### src/rtl/pll_lockctl_pkg.sv
package pll_lockctl_pkg;
    localparam int REG_W    = 8;
    localparam int BIT_IE   = 7;
    localparam int BIT_FLAG = 6;
    localparam int BIT_ON   = 5;
    localparam int BIT_BASE = 4;
    localparam int RSV_W    = 4;

    typedef enum logic {LK_LOW = 1'b0, LK_HIGH = 1'b1} lk_state_t;
    typedef enum logic {FL_CLEAR = 1'b0, FL_PENDING = 1'b1} fl_state_t;
endpackage

### src/rtl/pll_lock_tracker.sv
module pll_lock_tracker #(
    parameter int SYNC_STAGES = 2
) (
    input  logic clk,
    input  logic rst_n,
    input  logic lock_async,
    output logic lock_chg
);
    import pll_lockctl_pkg::*;

    logic [SYNC_STAGES-1:0] sync_q;
    lk_state_t              state_q, state_d;
    logic                   lock_s;

    generate
        if (SYNC_STAGES == 1) begin : g_one
            always_ff @(posedge clk or negedge rst_n) begin
                if (!rst_n) sync_q <= '0;
                else        sync_q <= lock_async;
            end
        end else begin : g_chain
            always_ff @(posedge clk or negedge rst_n) begin
                if (!rst_n) sync_q <= '0;
                else        sync_q <= {sync_q[SYNC_STAGES-2:0], lock_async};
            end
        end
    endgenerate

    assign lock_s = sync_q[SYNC_STAGES-1];

    always_ff @(posedge clk or negedge rst_n) begin
        if (!rst_n) state_q <= LK_LOW;
        else        state_q <= state_d;
    end

    always_comb begin
        state_d  = state_q;
        lock_chg = 1'b0;
        unique case (state_q)
            LK_LOW: if (lock_s) begin
                state_d  = LK_HIGH;
                lock_chg = 1'b1;
            end
            LK_HIGH: if (!lock_s) begin
                state_d  = LK_LOW;
                lock_chg = 1'b1;
            end
        endcase
    end

    // the tracker follows the synchronized level one edge later
    assert_track_follows_R3: assert property (@(posedge clk) disable iff (!rst_n)
        lock_chg |=> (state_q == lk_state_t'($past(lock_s))));
endmodule

### src/rtl/pll_flag_fsm.sv
module pll_flag_fsm (
    input  logic clk,
    input  logic rst_n,
    input  logic lock_chg,
    input  logic rd_hit,
    output logic flag
);
    import pll_lockctl_pkg::*;

    fl_state_t state_q, state_d;

    always_ff @(posedge clk or negedge rst_n) begin
        if (!rst_n) state_q <= FL_CLEAR;
        else        state_q <= state_d;
    end

    always_comb begin
        state_d = state_q;
        unique case (state_q)
            FL_CLEAR:   if (lock_chg) state_d = FL_PENDING;
            FL_PENDING: if (rd_hit && !lock_chg) state_d = FL_CLEAR;
        endcase
    end

    assign flag = (state_q == FL_PENDING);

    assert_flag_sets_R3: assert property (@(posedge clk) disable iff (!rst_n)
        lock_chg |=> flag);
    assert_read_clears_R4: assert property (@(posedge clk) disable iff (!rst_n)
        (rd_hit && !lock_chg) |=> !flag);
    assert_set_wins_R5: assert property (@(posedge clk) disable iff (!rst_n)
        (rd_hit && lock_chg) |=> flag);
endmodule

### src/rtl/pll_ctl_bits.sv
module pll_ctl_bits (
    input  logic clk,
    input  logic rst_n,
    input  logic wr_hit,
    input  logic auto_mode,
    input  logic ie_wd,
    input  logic on_wd,
    input  logic base_wd,
    output logic ie,
    output logic pll_on,
    output logic base_sel
);
    always_ff @(posedge clk or negedge rst_n) begin
        if (!rst_n) begin
            ie       <= 1'b0;
            pll_on   <= 1'b1;
            base_sel <= 1'b0;
        end else if (wr_hit) begin
            pll_on   <= on_wd;
            base_sel <= base_wd;
            if (auto_mode) ie <= ie_wd;
        end
    end

    assert_ie_locked_R7: assert property (@(posedge clk) disable iff (!rst_n)
        (wr_hit && !auto_mode) |=> $stable(ie));
    assert_on_written_R8: assert property (@(posedge clk) disable iff (!rst_n)
        wr_hit |=> (pll_on == $past(on_wd)) && (base_sel == $past(base_wd)));
    assert_hold_idle_R1: assert property (@(posedge clk) disable iff (!rst_n)
        !wr_hit |=> $stable({ie, pll_on, base_sel}));
endmodule

### src/rtl/pll_lockctl_reg.sv
module pll_lockctl_reg
    import pll_lockctl_pkg::*;
#(
    parameter int         ADDR_W      = 8,
    parameter logic [7:0] REG_ADDR    = 8'h1C,
    parameter int         SYNC_STAGES = 2
) (
    input  logic              clk,
    input  logic              rst_n,
    input  logic              sel,
    input  logic              rd_en,
    input  logic              wr_en,
    input  logic [ADDR_W-1:0] addr,
    input  logic [REG_W-1:0]  wdata,
    output logic [REG_W-1:0]  rdata,
    input  logic              lock_in,
    input  logic              auto_mode,
    output logic              pll_on,
    output logic              base_sel,
    output logic              irq
);
    localparam logic [ADDR_W-1:0] HIT_ADDR = ADDR_W'(REG_ADDR);

    logic hit, rd_hit, wr_hit, lock_chg, flag, ie;
    logic [REG_W-1:0] word;

    assign hit    = sel && (addr == HIT_ADDR);
    assign rd_hit = hit && rd_en;
    assign wr_hit = hit && wr_en;

    pll_lock_tracker #(.SYNC_STAGES(SYNC_STAGES)) u_track (
        .clk(clk), .rst_n(rst_n), .lock_async(lock_in), .lock_chg(lock_chg)
    );

    pll_flag_fsm u_flag (
        .clk(clk), .rst_n(rst_n), .lock_chg(lock_chg), .rd_hit(rd_hit), .flag(flag)
    );

    pll_ctl_bits u_bits (
        .clk(clk), .rst_n(rst_n), .wr_hit(wr_hit), .auto_mode(auto_mode),
        .ie_wd(wdata[BIT_IE]), .on_wd(wdata[BIT_ON]), .base_wd(wdata[BIT_BASE]),
        .ie(ie), .pll_on(pll_on), .base_sel(base_sel)
    );

    always_comb begin
        word           = '0;
        word[BIT_IE]   = ie && auto_mode;
        word[BIT_FLAG] = flag && auto_mode;
        word[BIT_ON]   = pll_on;
        word[BIT_BASE] = base_sel;
        word[RSV_W-1:0] = '1;
    end

    assign rdata = rd_hit ? word : '0;
    assign irq   = auto_mode && ie && flag;

    assert_irq_manual_low_R7: assert property (@(posedge clk) disable iff (!rst_n)
        !auto_mode |-> !irq);
    assert_idle_bus_R9: assert property (@(posedge clk) disable iff (!rst_n)
        !rd_hit |-> (rdata == '0));
    assert_rsv_ones_R8: assert property (@(posedge clk) disable iff (!rst_n)
        rd_hit |-> (rdata[RSV_W-1:0] == '1));
    assert_irq_needs_flag_R6: assert property (@(posedge clk) disable iff (!rst_n)
        irq |-> rdata[BIT_FLAG] || !rd_hit);
endmodule

### config.mk
export PLATFORM = sky130hd
export DESIGN_NAME = pll_lockctl_reg
export DESIGN_NICKNAME = d
export VERILOG_FILES = /design/src/rtl/pll_lockctl_pkg.sv /design/src/rtl/pll_lock_tracker.sv /design/src/rtl/pll_flag_fsm.sv /design/src/rtl/pll_ctl_bits.sv /design/src/rtl/pll_lockctl_reg.sv
export SDC_FILE = /design/constraint.sdc
export NUM_CORES = 1
export LEC_CHECK = 0
export BUFFER_PORTS_ARGS = -buffer_cell sky130_fd_sc_hd__buf_2
export CELL_PAD_IN_SITES_DETAIL_PLACEMENT = 0
export CELL_PAD_IN_SITES_GLOBAL_PLACEMENT = 1
export CORE_MARGIN = 2
export CORE_UTILIZATION = 25
export DETAILED_ROUTE_END_ITERATION = 6
export GPL_TIMING_DRIVEN = 0
export PLACE_DENSITY = 0.9
export SYNTH_ARGS = -nofsm -noshare
export SYNTH_HDL_FRONTEND = slang
export SYNTH_SLANG_ARGS = --single-unit
### constraint.sdc
create_clock -name clk -period 1.5 [get_ports clk]
set_clock_uncertainty 0.05 [all_clocks]
set_input_delay 0 -clock clk [delete_from_list [all_inputs] [get_ports clk]]
set_output_delay 0 -clock clk [all_outputs]
set_load 0.01 [all_outputs]
==> summary by stage <==
Worst setup path
The maximum fanout encountered on the critical timing path is 3. The type of element launching the critical path is a flip-flop. STA puts the critical path data arrival time at 1.02 ns. The worst setup path is of the flip-flop to primary output kind. The required time at the worst-slack endpoint is about 1.5 ns. The endpoint identified for the worst register-to-register timing path is u_bits.base_sel$_DFFE_PN0P_. The worst reg-to-reg path cell count is 1. The worst-case register-to-register setup slack is 0.64 ns. In this run the critical register-to-register path is launched from u_bits.base_sel$_DFFE_PN0P_. The critical path capture point type is a primary output.

Synthesis
Synthesis handed over a netlist of 31 instances. The total of flip-flops plus latches after synthesis is 7. Of the post-synthesis cell area, the dominant cell type holds 0.417. The most frequent cell after synthesis is dfrtp_1. Ranked by instance count, the synthesized netlist is headed by 6 x dfrtp_1, 5 x buf_4, 4 x and3_1. The post-synthesis async set-or-reset flop share is 1.00.

The synthesized area per cell is 11.6 um2. The part of the Yosys area used for sequential elements is 0.490. The net count after synthesis is 54. The cell taking the most area after synthesis is dfrtp_1.

The most used flip-flop cell after synthesis is dfrtp_1. The netlist uses 14 different library cells. The number of flops mapped to enable cells by yosys is 0. The post-synthesis cell area is 360 um2. Ranked by total cell area, the synthesized netlist is headed by dfrtp_1 42%, buf_4 10%, mux2_1 9.4%. The count of synthesis-stage warnings from yosys is 0.

Floorplan
The initial core utilization is 0.274. During I/O placement, the number of pins put on the boundary was 34. The row count is 13. The die extent in y is 42.0 um. The die is 42.0 um wide. The die area is 0.00176 mm2. The total area inside the core boundary comes to 0.00132 mm2.

GRT
The total congestion overflow is 0. The maximum number of pins on one net before global-route repair is 10. The number of global-route vias before repair is 354. In the global route stage, overall resource usage came out at 0.106. The number of antenna violations at the first check in global routing is 0. The wire length of the first global-routing pass is approximately 1.4 mm.

Final layout
The finished layout holds 83 standard cells, fillers aside. The total of fill cells in the finished design is 137. After the last flow step, the layout net total stands at ~90.

For this run, the share of the core covered by cells in the final layout is 0.452. The area growth from synthesis to layout is 65.3%. The number of antenna diodes is 0. Of the cells placed in the final design, the portion with a size suffix greater than 1 is 0.574.

Run status
The run finished with clean final reports.

Clocking
TritonCTS built the clock tree. The H-tree depth is 1. The TritonCTS sink count is 7. TritonCTS created 3 clock buffers. Clock-pin slew was measured on the worst setup and hold paths at 0.05 ns.

In this run, post-CTS repair resized a total of 0 instances. The quantity of hold-fixing buffers added after cts is 5. Once the clock tree was built, the setup fixing pass inserted 0 buffers.

The clock root buffer is clkbuf_4. In this run the deepest clock path goes through 2 buffers. For the worst-skew pair, the clock arrives at the later sink with an insertion delay of 0.25 ns.

Detailed routing
The number of violations reported at the end of detailed-routing iteration 0 is 3. For this run, design rule violations remaining after detail routing come to 0. The wire length reported by the detailed router is 803 um. The first TritonRoute pass finished after 2 iterations. The final antenna-violating net count is 0.

The overall via count from detail_route is 353. The number of vias per cell after detailed routing is 4.25. The routed wirelength normalized by instance count is 9.67 um.

Power
For this design the static power due to leakage is about 0.00035 uW. The power density over the cells is 707 mW/mm2. VDD sags by at most roughly 0.43 mV.

Timing
The final-layout setup total negative slack is 0 ns. Derived from the worst setup path, the maximum achievable clock frequency is 939 MHz. The final worst-path cycle share is 0.710. The final setup violation count is 0. The slew at the pin closest to its max-slew limit is 0.203 ns.

In this run the tightest slew margin relative to its limit is 0.863. The number of hold-slack violations in the final timing report is 0. The number of slew-limit violations in the final report is 0. The post-route minimum period is 1.07 ns.

Setup repair after global routing left no endpoint under its margin.

Hold path
The kind of path behind the tightest hold check is primary input to flip-flop. The depth of the worst hold-timing path is 4. The worst hold path begins at addr[0]. For hold timing, the worst endpoint is u_bits.ie$_DFFE_PN0P_.

Place
Routability-driven placement finished with a final weighted congestion of 0.658. The number of cells after detailed placement is 74. Port buffering added 28 buffers.

Flow run
The number of max-cap violations is 0.
## critical path, cell delays in order (launching register included)
cell     delay [ns]
dfstp_2        0.53
and2_1         0.11
buf_2          0.12
## metrics by stage
| stage | power [uW] | setup slack [ns] | area, um2 | hold WS [ns] |
|---|---|---|---|---|
| global placement | 241 | 0.451 | 519 | -0.217 |
| global route | 443 | 0.397 | 596 | 0.0660 |
| detailed placement | 242 | 0.455 | 519 | -0.215 |
| CTS | 429 | 0.422 | 596 | 0.0428 |
| finish | 421 | 0.435 | 596 | 0.0499 |
| floorplan | 213 | 0.629 | 360 | -0.346 |
## layout by cell type, fill, tap and decap left out
master         Yosys  final
dlygate4sd3_1      0      5
nor2_2             1      1
nor3b_2            1      1
and3_1             4      4
inv_1              1      1
buf_4              5      5
dfstp_2            1      1
o21ai_1            1      1
and2_1             3      3
clkbuf_1           0      1
xnor2_1            1      1
mux2_1             3      3
and4b_1            1      1
nand4_1            2      2
clkbuf_4           0      3
dfrtp_1            6      6
buf_2              0     28
nor4bb_1           1      1
## flip-flops by register name, summed over array words and instances, names as in the netlist
signal and count:
u_bits.ie 1, u_track.state_q 1, u_bits.pll_on 1, u_flag.flag 1
u_bits.base_sel 1, u_track.sync_q 2
## worst max path at each step
| stage | slack, ns | start | depth (start not counted) | end |
|---|---|---|---|---|
| floorplan | 0.63 | addr[5] | 3 | u_bits.base_sel$_DFFE_PN0P_ |
| global placement | 0.45 | addr[5] | 4 | u_bits.base_sel$_DFFE_PN0P_ |
| detailed placement | 0.45 | addr[5] | 4 | u_bits.base_sel$_DFFE_PN0P_ |
| CTS | 0.42 | u_bits.pll_on$_DFFE_PN1P_ | 2 | rdata[5] |
| global route | 0.40 | u_bits.pll_on$_DFFE_PN1P_ | 2 | rdata[5] |
| finish | 0.43 | u_bits.pll_on$_DFFE_PN1P_ | 2 | rdata[5] |
## power by group
| group | switching (uW) | total, uW | internal, uW |
|---|---|---|---|
| clock network | 70.6 | 172 | 102 |
| registers | 3.15 | 199 | 196 |
| logic | 17.3 | 49.8 | 32.5 |
| total | 91.1 | 421 | 330 |
## cells by family after synthesis
logic type / count (synthesis) / synth area share
muxes: 3 / 0.0937
DFF: 7 / 0.490
xor gates and xnor gates: 1 / 0.0243
AOI/OAI and AO/OA: 1 / 0.0139
buffers and inverters: 6 / 0.115
and+or+nand+nor: 13 / 0.264
## final cells by class
type	count	area [um2]	share of cell area
Tap cell	15	18.8	0.0315
Multi-Input combinational cell	18	143	0.239
Clock buffer	4	26.3	0.0441
Buffer	5	37.5	0.0630
Sequential cell	7	176	0.296
Timing Repair Buffer	33	190	0.319
Inverter	1	3.75	0.00630
## routing by layer
metal | wire length, um | GRT usage
met5 | 0 | 0
met3 | 57 | 0.0261
met2 | 403 | 0.194
met4 | 22 | 0.0774
met1 | 320 | 0.102
Note: power is estimated with default switching activity, not from simulation.
